[src/rtl/hzd_pkg.sv]
package hzd_pkg;

  // Operand source selects; the encodings are seen by the ALU input muxes
  typedef enum logic [1:0] {
    FWD_REGFILE = 2'b00,
    FWD_WB      = 2'b01,
    FWD_MEM     = 2'b10
  } fwdSel_t;

  // Hazard strobes reported by the comparator to the stall sequencer
  typedef struct packed {
    logic loadUse;
    logic branchNear;
    logic branchLoadNear;
  } hazardFlags_t;

  // Stall strobes driven toward the pipeline registers
  typedef struct packed {
    logic holdPc;
    logic holdFetch;
    logic bubbleEx;
  } stallCtl_t;

endpackage

[src/rtl/hzd_compare.sv]
module hzd_compare
  import hzd_pkg::*;
#(
  parameter int REG_W = 5
) (
  input  logic             clk,
  input  logic             rst,
  input  logic [REG_W-1:0] decRs,
  input  logic [REG_W-1:0] decRt,
  input  logic             decUseRt,
  input  logic             decIsBranch,
  input  logic [REG_W-1:0] exRs,
  input  logic [REG_W-1:0] exRt,
  input  logic [REG_W-1:0] exDest,
  input  logic             exRegWrite,
  input  logic             exMemRead,
  input  logic [REG_W-1:0] memDest,
  input  logic             memRegWrite,
  input  logic             memMemRead,
  input  logic [REG_W-1:0] wbDest,
  input  logic             wbRegWrite,
  output fwdSel_t          fwdA,
  output fwdSel_t          fwdB,
  output hazardFlags_t     flags
);

  localparam int NUM_OPS = 2;

  logic [REG_W-1:0] srcReg [NUM_OPS];
  fwdSel_t          opSel  [NUM_OPS];

  assign srcReg[0] = exRs;
  assign srcReg[1] = exRt;

  // One bypass selector per ALU operand; the memory stage is nearer and wins
  for (genvar i = 0; i < NUM_OPS; i++) begin : g_op
    logic memHit;
    logic wbHit;
    assign memHit   = memRegWrite && (memDest != '0) && (memDest == srcReg[i]);
    assign wbHit    = wbRegWrite  && (wbDest  != '0) && (wbDest  == srcReg[i]);
    assign opSel[i] = memHit ? FWD_MEM : (wbHit ? FWD_WB : FWD_REGFILE);
  end

  assign fwdA = opSel[0];
  assign fwdB = opSel[1];

  // Does a register feed the decode instruction's sources?
  function automatic logic feedsDecode(input logic [REG_W-1:0] r);
    return (r == decRs) || (decUseRt && (r == decRt));
  endfunction

  logic exAluHit;
  logic exLoadHit;
  logic memLoadHit;

  assign exAluHit   = exRegWrite && !exMemRead && (exDest != '0) && feedsDecode(exDest);
  assign exLoadHit  = exRegWrite && exMemRead && (exDest != '0) && feedsDecode(exDest);
  assign memLoadHit = memRegWrite && memMemRead && (memDest != '0) && feedsDecode(memDest);

  always_comb begin
    flags.loadUse        = exMemRead && feedsDecode(exRt);
    flags.branchNear     = decIsBranch && (exAluHit || memLoadHit);
    flags.branchLoadNear = decIsBranch && exLoadHit;
  end


  mem_sel_source_chk: assert property (@(posedge clk) disable iff (rst)
    (fwdA == FWD_MEM) |-> (memRegWrite && (memDest != '0) && (memDest == exRs)));


  wb_sel_priority_chk: assert property (@(posedge clk) disable iff (rst)
    (fwdB == FWD_WB) |-> !(memRegWrite && (memDest != '0) && (memDest == exRt)));


  sel_code_legal_chk: assert property (@(posedge clk) disable iff (rst)
    (fwdA != 2'b11) && (fwdB != 2'b11));

endmodule

[src/rtl/hzd_stall_seq.sv]
module hzd_stall_seq
  import hzd_pkg::*;
#(
  parameter int MAX_BR_STALL = 2
) (
  input  logic         clk,
  input  logic         rst,
  input  hazardFlags_t flags,
  output stallCtl_t    stall
);

  localparam int CNT_W = (MAX_BR_STALL > 2) ? $clog2(MAX_BR_STALL) : 1;
  localparam logic [CNT_W-1:0] EXTRA_CYCLES = CNT_W'(MAX_BR_STALL - 1);

  logic [CNT_W-1:0] extraCnt;
  logic             stallNow;

  assign stallNow = flags.loadUse || flags.branchNear || flags.branchLoadNear
                    || (extraCnt != '0);

  // Counts the stall cycles still owed after a branch sees a load in execute
  always_ff @(posedge clk) begin
    if (rst)
      extraCnt <= '0;
    else if (extraCnt != '0)
      extraCnt <= extraCnt - 1'b1;
    else if (flags.branchLoadNear)
      extraCnt <= EXTRA_CYCLES;
  end

  always_comb begin
    stall.holdPc    = stallNow;
    stall.holdFetch = stallNow;
    stall.bubbleEx  = stallNow;
  end


  branch_load_extend_chk: assert property (@(posedge clk) disable iff (rst)
    (flags.branchLoadNear && (extraCnt == '0)) |=> stall.holdPc);


  extra_cnt_bound_chk: assert property (@(posedge clk) disable iff (rst)
    extraCnt <= EXTRA_CYCLES);


  load_use_bubble_chk: assert property (@(posedge clk) disable iff (rst)
    flags.loadUse |-> (stall.bubbleEx && stall.holdFetch && stall.holdPc));


  reset_clears_chk: assert property (@(posedge clk)
    $past(rst) |-> (extraCnt == '0));

endmodule

[src/rtl/fwd_stall_unit.sv]
module fwd_stall_unit
  import hzd_pkg::*;
#(
  parameter int REG_W        = 5,
  parameter int MAX_BR_STALL = 2
) (
  input  logic             clk,
  input  logic             rst,
  input  logic [REG_W-1:0] decRs,
  input  logic [REG_W-1:0] decRt,
  input  logic             decUseRt,
  input  logic             decIsBranch,
  input  logic [REG_W-1:0] exRs,
  input  logic [REG_W-1:0] exRt,
  input  logic [REG_W-1:0] exDest,
  input  logic             exRegWrite,
  input  logic             exMemRead,
  input  logic [REG_W-1:0] memDest,
  input  logic             memRegWrite,
  input  logic             memMemRead,
  input  logic [REG_W-1:0] wbDest,
  input  logic             wbRegWrite,
  output logic [1:0]       fwdA,
  output logic [1:0]       fwdB,
  output logic             holdPc,
  output logic             holdFetch,
  output logic             bubbleEx
);

  fwdSel_t      selA;
  fwdSel_t      selB;
  hazardFlags_t hzFlags;
  stallCtl_t    stallOut;

  hzd_compare #(.REG_W(REG_W)) u_compare (
    .clk(clk), .rst(rst),
    .decRs(decRs), .decRt(decRt), .decUseRt(decUseRt), .decIsBranch(decIsBranch),
    .exRs(exRs), .exRt(exRt), .exDest(exDest),
    .exRegWrite(exRegWrite), .exMemRead(exMemRead),
    .memDest(memDest), .memRegWrite(memRegWrite), .memMemRead(memMemRead),
    .wbDest(wbDest), .wbRegWrite(wbRegWrite),
    .fwdA(selA), .fwdB(selB), .flags(hzFlags)
  );

  hzd_stall_seq #(.MAX_BR_STALL(MAX_BR_STALL)) u_seq (
    .clk(clk), .rst(rst), .flags(hzFlags), .stall(stallOut)
  );

  assign fwdA      = selA;
  assign fwdB      = selB;
  assign holdPc    = stallOut.holdPc;
  assign holdFetch = stallOut.holdFetch;
  assign bubbleEx  = stallOut.bubbleEx;

endmodule

[config.mk]
export PLATFORM = sky130hd
export DESIGN_NAME = fwd_stall_unit
export DESIGN_NICKNAME = d
export VERILOG_FILES = /design/src/rtl/hzd_pkg.sv /design/src/rtl/hzd_compare.sv /design/src/rtl/hzd_stall_seq.sv /design/src/rtl/fwd_stall_unit.sv
export SDC_FILE = /design/constraint.sdc
export NUM_CORES = 1
export LEC_CHECK = 0
export BUFFER_PORTS_ARGS = -buffer_cell sky130_fd_sc_hd__buf_4
export CAP_MARGIN = 20
export CORE_MARGIN = 5
export CORE_UTILIZATION = 41
export DETAILED_ROUTE_END_ITERATION = 8
export PLACE_DENSITY = 0.91
export SYNTH_ARGS = -nofsm -noshare
export SYNTH_HDL_FRONTEND = slang
export SYNTH_SLANG_ARGS = --single-unit
export TNS_END_PERCENT = 30
[constraint.sdc]
create_clock -name clk -period 1.6 [get_ports clk]
set_input_delay 0.08 -clock clk [delete_from_list [all_inputs] [get_ports clk]]
set_output_delay 0.08 -clock clk [all_outputs]
set_load 0.01 [all_outputs]
# Word-level counts from Yosys, hierarchy flattened

Index checks and enable logic that the tools add are counted.

Register bits after elaboration: 1
Bits of input ports: 44

Add/sub/neg operators: 1
Eq/ne operators: 10
Multiplexer cells: 6
Reduce and logical (&&, ||, !) cells: 32

Operators by type and width:

| kind                                    | count |
|---|---|
| equality test 5 bit                     | 10 |
| logical AND 1 bit                       | 21 |
| nonzero test 5 bit                      | 3 |
| logical OR 1 bit                        | 7 |
| 2-to-1 mux 1 bit                        | 4 |
| 2-to-1 mux 2 bit                        | 2 |
| zero test 1 bit                         | 1 |
| subtractor 1 bit, second input constant | 1 |

# Logic depth before layout (Yosys ltp)

Gate-level depths: netlist (run 1).

Word-level depth: 9
Gate-level depth with buffers: 7

# Hierarchy

From an unflattened synthesis (run 1), not the netlist that was laid out.

Cell total of the unflattened synthesis: 93
Area total of the unflattened synthesis: 770.7 sq um

By module, submodules not included:

| module        | times used | cells each | area each (sq um) |
|---|---|---|---|
| hzd_compare   | 1          | 87         | 713.2 |
| hzd_stall_seq | 1          | 6          | 57.6 |

# Worst setup path after synthesis (run 1)

No wires, ideal clock.

Kind: input-to-output
Start point: input port memDest[2]
End point: output port holdFetch
Arrival time: 1.728 ns
Path slack: -0.208 ns
Cell stages on the path: 6
Buffers on the path: 2
Cells stage by stage: clkbuf_1 -> xor2_1 -> nor4_1 -> a31oi_1 -> o311ai_0 -> buf_4

Longest elaborated chain between the ends: 9
Elaborated cells on any way between the ends: 12
Those cells by class: eq/ne: 2; reduce/logical: 10

RTL lines:

| what                               | RTL line             | source |
|---|---|---|
| start, declared                    | fwd_stall_unit.sv:18 | `input logic [REG_W-1:0] memDest,` |
| equality test 5 bit                | hzd_compare.sv:49    | `return (r == decRs) \|\| (decUseRt && (r == decRt));` |
| logical AND 1 bit                  | hzd_compare.sv:49    |  |
| logical OR 1 bit                   | hzd_compare.sv:49    |  |
| logical AND 1 bit (*)              | hzd_compare.sv:58    | `assign memLoadHit = memRegWrite && memMemRead && (memDest != '0) && feedsDecode(memDest);` |
| logical OR 1 bit (*)               | hzd_compare.sv:62    | `flags.branchNear = decIsBranch && (exAluHit \|\| memLoadHit);` |
| logical AND 1 bit (*)              | hzd_compare.sv:62    |  |
| logical OR 1 bit (*) (2 in series) | hzd_stall_seq.sv:18  | `assign stallNow = flags.loadUse \|\| flags.branchNear \|\| flags.branchLoadNear` |
| logical OR 1 bit (*)               | hzd_stall_seq.sv:19  | `\|\| (extraCnt != '0);` |
| end, declared                      | fwd_stall_unit.sv:26 | `output logic holdFetch,` |

Every way passes the cells marked *; elsewhere a longest branch is shown, timed or not.

# Worst setup path after layout (run 1)

Start point: input port memDest[4]
End point: output port holdFetch

The elaborated chain is that of the path after synthesis.

==> results, run 1 <==
- Entering global routing, the biggest net connects 6 pins.
- The number of antenna violations at the first check in global routing is 0.
- In the final timing run, aggregate negative setup slack is 0 ns.
- The count of nets left with antenna violations after detail routing is 0.
- After technology mapping, the gate count stands at 91.
- For this design the ratio of total power to cell area is 291 nW/um2.
- The top register by number of flip-flops is u_seq.extraCnt.
- 51 I/O pins were placed.
- The wire length reported by the detailed router is about 2500 um.
- The number of optimization iterations in the first detailed-route pass is 4.
- The placement row count is 15.
- In this run the worst hold path is classified as input port to register.
- The slew of the pin with the lowest slew margin is 0.339 ns.
- The routed length on met3 is 158 um.
- The die extent in y is about 52 um.
- The met2 wire length is approximately 1400 um.
- In this design, the critical path's most frequently occurring cell is sky130_fd_sc_hd__buf_4.
- Ranked by total cell area, the synthesized netlist is headed by sky130_fd_sc_hd__xnor2_1 31%, sky130_fd_sc_hd__xor2_1 29%, sky130_fd_sc_hd__buf_4 5.1%.
- The highest layer touched by signal routing is met4.
- The via density per instance is 5.27.
- The number of stages on the worst hold path is 2.
- Global routing used a little under a fifth of the available tracks.
- The worst register-to-register path has a setup slack of 0.94 ns.
- The total of max-cap violations is 0.
- The largest registers in the layout are u_seq.extraCnt x1.
- The final count of hold timing violations is 0.
- The slowest cell on the critical path is sky130_fd_sc_hd__or4_4.
- The analysis attributes to cell leakage a power of 0.450 nW.
- The floorplan step defined a core boundary enclosing 1710 um2.
- The final route contains 832 vias.
- In this design, the largest share of critical-path delay is due to simple AND/OR/NAND/NOR gates.
- The compound-cell area share of the yosys netlist is 7.20%.
- The synthesized net count is 135.
- After clock tree synthesis, the clock-pin slew on the worst setup and hold paths is 0 ns.
- The length in cells of the worst reg-to-reg path is 1.
- The post-DP HPWL is 2190 um.
- The fraction of final layout cells sized beyond drive strength 1 is 44.4%.
- The clock arrives with 0 ns of skew.
- The detailed router's first-iteration violation count is 7.
- The number of distinct library cell variants in the gate-level netlist after synthesis is 24.
- The worst path uses a little over nine tenths of the clock period.
- The path with the worst hold slack has its endpoint at u_seq.extraCnt.
- The largest single stage delay on the critical path is 0.54 ns.
- The internal power summed over all cells is roughly 190 uW.
- The minimum period implied by the final worst setup slack is 1.51 ns.
- STA classifies the critical path startpoint as an input port.
- After the last flow step, the layout net total stands at 179.
- The number of flip-flops under the largest register name was 1.
- Walking the worst path, the cells encountered are buf_4 > or4_4 > o21ai_4 > buf_4 > o311ai_2 > buf_4.
- The total grt overflow is 0.
- After synthesis the netlist holds a flip-flop and latch count of 1.
- In this run the mean area of a mapped cell was 8.02 um2.
- The number of warnings issued by yosys is 0.
- The top cell type by total area after synthesis is sky130_fd_sc_hd__xnor2_1.
- The maximum vdd drop is around 0.0002 V.
- The clock latency at the later pin of the worst-skew pair is 0 ns.
- In this run switching power makes up between 40 and 50% of total power.
- The total of buffers placed on input and output ports is 50.
- The starting utilization of the core area is between 40% and 50%.
- OpenSTA, run right after detailed placement, puts the worst setup slack at -0.00699 ns.
- The clock network fraction of design power is 0%.
- In the final routed layout, each cell accounts on average for 16.1 um.
- The classification of the worst setup path is input port to output pin.
- The post-synthesis mux area share is 0%.
- The fraction of synthesized cell area taken by the top area cell type is a little under a third.
- The number of remaining DRC errors is 0.
- The first global-routing pass estimated ~3900 um of wire.
- The startpoint identified for the worst register-to-register timing path is u_seq.extraCnt.
- Of all nets on the critical path, the largest fanout is 5.
- Setup repair after global routing left no endpoint under its margin.
- The area share of and/or/nand/nor cells after synthesis is 21.6%.
- Counting both buffers and inverters, the worst setup path holds a total of 3.
- The weighted congestion at the end of routability-driven global placement is about 0.86.
- Summing every instance area after synthesis gives between 700 and 800 um2.
- The start point of the worst hold path is rst.
- The combinational share of power is 92.1%.
- The run finished with clean final reports.
- Setup violations remaining at the end of the flow were counted as 0.
- Static timing analysis puts the maximum clock frequency at 0.663 GHz.
- Setup slack closes at 0.0914 ns.
- The antenna cell count is 0.
- The terminus of the critical flop-to-flop path is u_seq.extraCnt.
- The number of max-slew violations in the final report came to 0.
- After synthesis, the largest family of logic cells by area is XOR/XNOR gates.
- The post-cts hold buffer count is 0.
- The sequential group share of total power is 7.9%.
- After detailed routing, the wire length on met1 is 983 um.
- The area enclosed by the die boundary is 2720 um2.
- The sum of internal, switching and leakage power is 325 uW.
- The data required time at the worst endpoint is approximately 1.5 ns.
- The arrival time of the worst setup path is between 1 and 1.5 ns.
- The number of fill cells is 126.
- The xor and xnor fraction of the mapped netlist area is 60.0%.
- The die is 52.2 um wide.
- Measured against its own limit, the worst slew margin works out to 77.2%.
- The worst setup path is captured at an output pin.
- Of the synthesized area, sequential elements account for 2.74%.
- For this design the total switching power over the nets is 139 uW.
- The number of global-route vias before repair is 894.
- From synthesis to final layout, the design area changed by 53.0%.
- The synthesized netlist devotes 0% of its cell area to adder and majority cells.
worst max path at each step:
stage / start / end / slack [ns] / cells after the start
after global placement: memDest[4] / fwdB[0] / 0.02 / 6
after CTS: memDest[2] / holdFetch / -0.007 / 6
final: memDest[4] / holdFetch / 0.09 / 6
after floorplan: memDest[2] / holdFetch / 0.0004 / 6
after detailed placement: memDest[2] / holdFetch / -0.007 / 6
after global routing: memDest[4] / bubbleEx / 0.05 / 6
layout by cell type, fill, tap and decap left out:
cell	count
sky130_fd_sc_hd__nand4_1	2
sky130_fd_sc_hd__nor4_2	5
sky130_fd_sc_hd__or4_4	1
sky130_fd_sc_hd__nor2_1	1
sky130_fd_sc_hd__nand3_1	5
sky130_fd_sc_hd__o311ai_2	1
sky130_fd_sc_hd__nor4b_1	1
sky130_fd_sc_hd__a311oi_1	1
sky130_fd_sc_hd__buf_4	51
sky130_fd_sc_hd__dfxtp_1	1
sky130_fd_sc_hd__o22ai_1	1
sky130_fd_sc_hd__a31oi_1	1
sky130_fd_sc_hd__nor3_1	1
sky130_fd_sc_hd__or4_1	4
sky130_fd_sc_hd__nor4_1	1
sky130_fd_sc_hd__o21ai_4	1
sky130_fd_sc_hd__o21ai_0	1
sky130_fd_sc_hd__xnor2_1	26
sky130_fd_sc_hd__nand2_1	3
sky130_fd_sc_hd__o2111ai_1	1
sky130_fd_sc_hd__xor2_1	24
cells by family (layout without fill, tap and decap cells):
kind of cell | Yosys count | after routing
flops | 1 | 1
buf+inv | 9 | 51
simple gates | 24 | 24
xor+xnor | 50 | 50
compound gates | 7 | 7
synthesized netlist by cell type:
master / n
sky130_fd_sc_hd__o311ai_0: 1
sky130_fd_sc_hd__o22ai_1: 1
sky130_fd_sc_hd__or4_4: 1
sky130_fd_sc_hd__a311oi_1: 1
sky130_fd_sc_hd__buf_6: 1
sky130_fd_sc_hd__o21ai_0: 1
sky130_fd_sc_hd__nor4_2: 2
sky130_fd_sc_hd__or4_1: 4
sky130_fd_sc_hd__buf_4: 5
sky130_fd_sc_hd__xnor2_1: 26
sky130_fd_sc_hd__nor2_1: 1
sky130_fd_sc_hd__o21ai_2: 1
sky130_fd_sc_hd__nor3_1: 1
sky130_fd_sc_hd__clkbuf_1: 2
sky130_fd_sc_hd__nand3_1: 5
sky130_fd_sc_hd__nand4_1: 2
sky130_fd_sc_hd__xor2_1: 24
sky130_fd_sc_hd__o2111ai_1: 1
sky130_fd_sc_hd__nor4_1: 4
sky130_fd_sc_hd__nor4b_1: 1
sky130_fd_sc_hd__a31oi_1: 1
sky130_fd_sc_hd__buf_2: 1
sky130_fd_sc_hd__nand2_1: 3
sky130_fd_sc_hd__dfxtp_1: 1
power by group through the flow:
stage	Clock, mW	Combinational, mW	Sequential, mW
3_5_place_dp	0	0.285	0.0256
6_report	0	0.300	0.0256
5_1_grt	0	0.323	0.0256
4_1_cts	0	0.285	0.0256
2_1_floorplan	0	0.143	0.0256
3_3_place_gp	0	0.270	0.0256
final cells by class:
class	count	area, um2	share of cell area, %
flip-flops and latches	1	20.0	1.79
well taps	25	31.3	2.80
repair buffers	51	383	34.3
multi-input cells	81	682	61.1
per-stage QoR:
stage / instances / utilization [%] / area, um2 / hold WS, ns
after floorplan: 91 / - / 729 / 0.159
after global placement: 157 / 62.9 / 1070 / 0.246
after detailed placement: 157 / 62.9 / 1070 / 0.255
after CTS: 157 / 62.9 / 1070 / 0.252
after global routing: 158 / 65.3 / 1120 / 0.266
final: 158 / 65.3 / 1120 / 0.252
timing repair:
action,4_1_cts,5_1_grt
buffers inserted,0,1
pin swaps,0,3
resized for setup,0,5
endpoints found under the hold margin,0,0
setup endpoints to repair,3,5
routing by layer:
metal | track usage (%) | up-vias
met5 | 0 | -
met4 | 0.426 | 0
met3 | 1.42 | 2
met2 | 37.7 | 36
met1 | 21.2 | 394
li1 | - | 400
(Power assumes the default switching activity.)
==> run 2: changes to the inputs <==
Settings changed: BUFFER_PORTS_ARGS -buffer_cell sky130_fd_sc_hd__buf_4 to -buffer_cell sky130_fd_sc_hd__buf_2.
==> run 2 against run 1 <==
Critical path depth unchanged; die area is the same; flip-flop and latch count stayed put; setup slack lost 0.089 ns; sequential power about the same; register-to-register slack about the same; power decreased by 14%.
==> results, run 2 (synthesis results as in run 1) <==
- The maximum vdd drop is 0.000171 V (-14%).
- The setup slack on the worst flop-to-flop path was 0.94 ns (about the same).
- The die extent in y is 52.2 um (unchanged).
- The number of global-route vias before repair came to 840 (-6.0%).
- The largest registers in the layout are u_seq.extraCnt x1.
- The data required time at the worst endpoint is 1.52 ns (about the same).
- The number of failing setup endpoints in the final timing report came to 0 (unchanged).
- STA classifies the critical path endpoint as an output pin.
- The path class of the lowest-slack min-delay path is input port to register.
- The arrival time of the worst setup path is 1.52 ns (+0.09 ns).
- The total of max-cap violations is 0 (unchanged).
- The count of nets left with antenna violations after detail routing came to 0 (unchanged).
- The number of setup buffers added after CTS is 0 (unchanged).
- The detailed router's first-iteration violation count was 6 (-1).
- The ratio of total power to cell area is 291 nW/um2 (about the same).
- The flow ran to the end, and the final reports show no timing, DRC or antenna violations.
- The final non-filler cell total is 157 (-0.63%).
- The hold slack is 0.251 ns (-0.000970 ns).
- The maximum number of pins on one net before global-route repair is 6 (unchanged).
- The sum of internal, switching and leakage power came to 281 uW (-14%).
- Setup repair after global routing could not meet its margin everywhere.
- The horizontal die dimension came to 52.2 um (unchanged).
- The average wire per cell in the routed design is 15.5 um (-3.8%).
- The global routing met3 resource utilization came to 0.855% (-0.57 points).
- The clock edge transition at the registers on the reported setup and hold paths came to 0 ns (unchanged).
- The worst slew slack as a fraction of its limit is 70.6% (-6.6 points).
- The worst clock skew is 0 ns (unchanged).
- Leaving out fill and tap cells, the most frequent cells in the layout are 50 x sky130_fd_sc_hd__buf_2, 26 x sky130_fd_sc_hd__xnor2_1, 24 x sky130_fd_sc_hd__xor2_1.
- The leakage power was 0.408 nW (-9.4%).
- The global routing met2 resource utilization came to 36.0% (-1.7 points).
- The layout net count is 178 (-0.56%).
- The weighted congestion at the end of routability-driven global placement came to 0.888 (+3.4%).
- Compared with the post-synthesis result, the final layout area differs by 32.2%.
- Leaving out fill and tap cells, the most frequent cell in the layout is sky130_fd_sc_hd__buf_2.
- The maximum frequency from static timing analysis is 0.626 GHz (-5.6%).
- The placeable core region is 1710 um2 (unchanged).
- The overall fraction of global-route tracks in use is 17.2% (-1.1 points).
- The total of buffers placed on input and output ports is 50 (unchanged).
- The clock latency at the later pin of the worst-skew pair is 0 ns (unchanged).
- The kind of launch point of the worst setup path is an input port.
- The global routing stage identified its most utilized layer as met2.
- The post-placement cell count is 157 (unchanged).
- The post-DP HPWL was 2060 um (-5.8%).
- The starting utilization of the core area is 42.7% (unchanged).
- The fraction of final layout cells sized beyond drive strength 1 is 41.7% (-2.7 points).
- The critical-path maximum fanout is 5 (unchanged).
- The placement-stage worst setup slack was 0.0174 ns (+0.0244 ns).
- The final worst-path cycle share was 99.9% (+5.6 points).
- The number of max-slew violations in the final report was 0 (unchanged).
- The met1 usage in global routing is 19.4% (-1.7 points).
- The final standard cell utilization of the core is 56.5% (-8.9 points).
- The number of remaining DRC errors was 0 (unchanged).
- The number of optimization iterations in the first detailed-route pass is 4 (unchanged).
- The total grt overflow is 0 (unchanged).
- The antenna cell count is 0 (unchanged).
- More flip-flops sit in one register than any other, and that register is u_seq.extraCnt.
- The number of antenna violations at the first check in global routing came to 0 (unchanged).
- The post-cts hold buffer count was 0 (unchanged).
- The slew of the pin with the lowest slew margin is 0.436 ns (+0.0975 ns).
- The minimum period implied by the final worst setup slack is 1.60 ns (+0.0893 ns).
- The worst-case setup margin in the final layout is 0.00209 ns (-0.0893 ns).
- The final count of hold timing violations is 0 (unchanged).
- The number of flip-flops under the largest register name is 1 (unchanged).
- The critical path in this run is classified as input port to output pin.
- The top-level port count is 51 (unchanged).
- The global-route wire length before repair came to 3630 um (-6.7%).
- The total via count after detailed routing is 841 (+1.1%).
- The via density per instance is 5.36 (+1.7%).
- The placement row count is 15 (unchanged).
- The wire length reported by the detailed router is 2430 um (-4.4%).
- The area enclosed by the die boundary is 2720 um2 (unchanged).
run 2: changes by cell type in the layout (fill, tap and decap cells not counted):
cell	before	now
sky130_fd_sc_hd__buf_4	51	0
sky130_fd_sc_hd__buf_2	0	50
sky130_fd_sc_hd__nor4_1	1	4
sky130_fd_sc_hd__nor4_2	5	2
run 2: area by class of cell:
class	count	area, um2
flip-flops and latches	1	20.0
well taps	25	31.3
fillers	146	743
multi-input cells	81	663
repair buffers	50	250
run 2: final timing paths:
| path | cells after the start | startpoint | end |
|---|---|---|---|
| max | 6 | memDest[4] | fwdA[0] |
| min reg2reg | 1 | u_seq.extraCnt | u_seq.extraCnt |
| min | 2 | rst | u_seq.extraCnt |
| max reg2reg | 1 | u_seq.extraCnt | u_seq.extraCnt |
run 2: worst max-delay path, cell delays in order:
cell and delay, ns:
sky130_fd_sc_hd__buf_2 0.14, sky130_fd_sc_hd__or4_4 0.56, sky130_fd_sc_hd__o21ai_4 0.18, sky130_fd_sc_hd__nor4_1 0.11
sky130_fd_sc_hd__nor4_2 0.27, sky130_fd_sc_hd__buf_2 0.18
run 2: stage by stage:
stage               TNS, ns  cell area (um2)
floorplan                 0              729
global placement          0              950
detailed placement        0              950
CTS                       0              950
global route        -0.0392              965
finish                    0              965
run 2: metal layers:
layer / share of wire (%) / vias to the layer above
li1: - / 401
met2: 54 / 37
met5: 0 / -
met1: 38 / 397
met3: 6.2 / 6
met4: 2.4 / 0
run 2: where the power goes:
part	internal (mW)	switching (mW)	leakage [nW]
logic	0.123	0.132	0.400
clock network	0	0	0
registers	0.0256	0.0000620	0.00805
total	0.148	0.133	0.408
run 2: repair_timing:
| item | 4_1_cts | 5_1_grt |
|---|---|---|
| hold endpoints to repair | 0 | 0 |
| setup endpoints to repair | 0 | 5 |
| gates resized for setup | 0 | 2 |
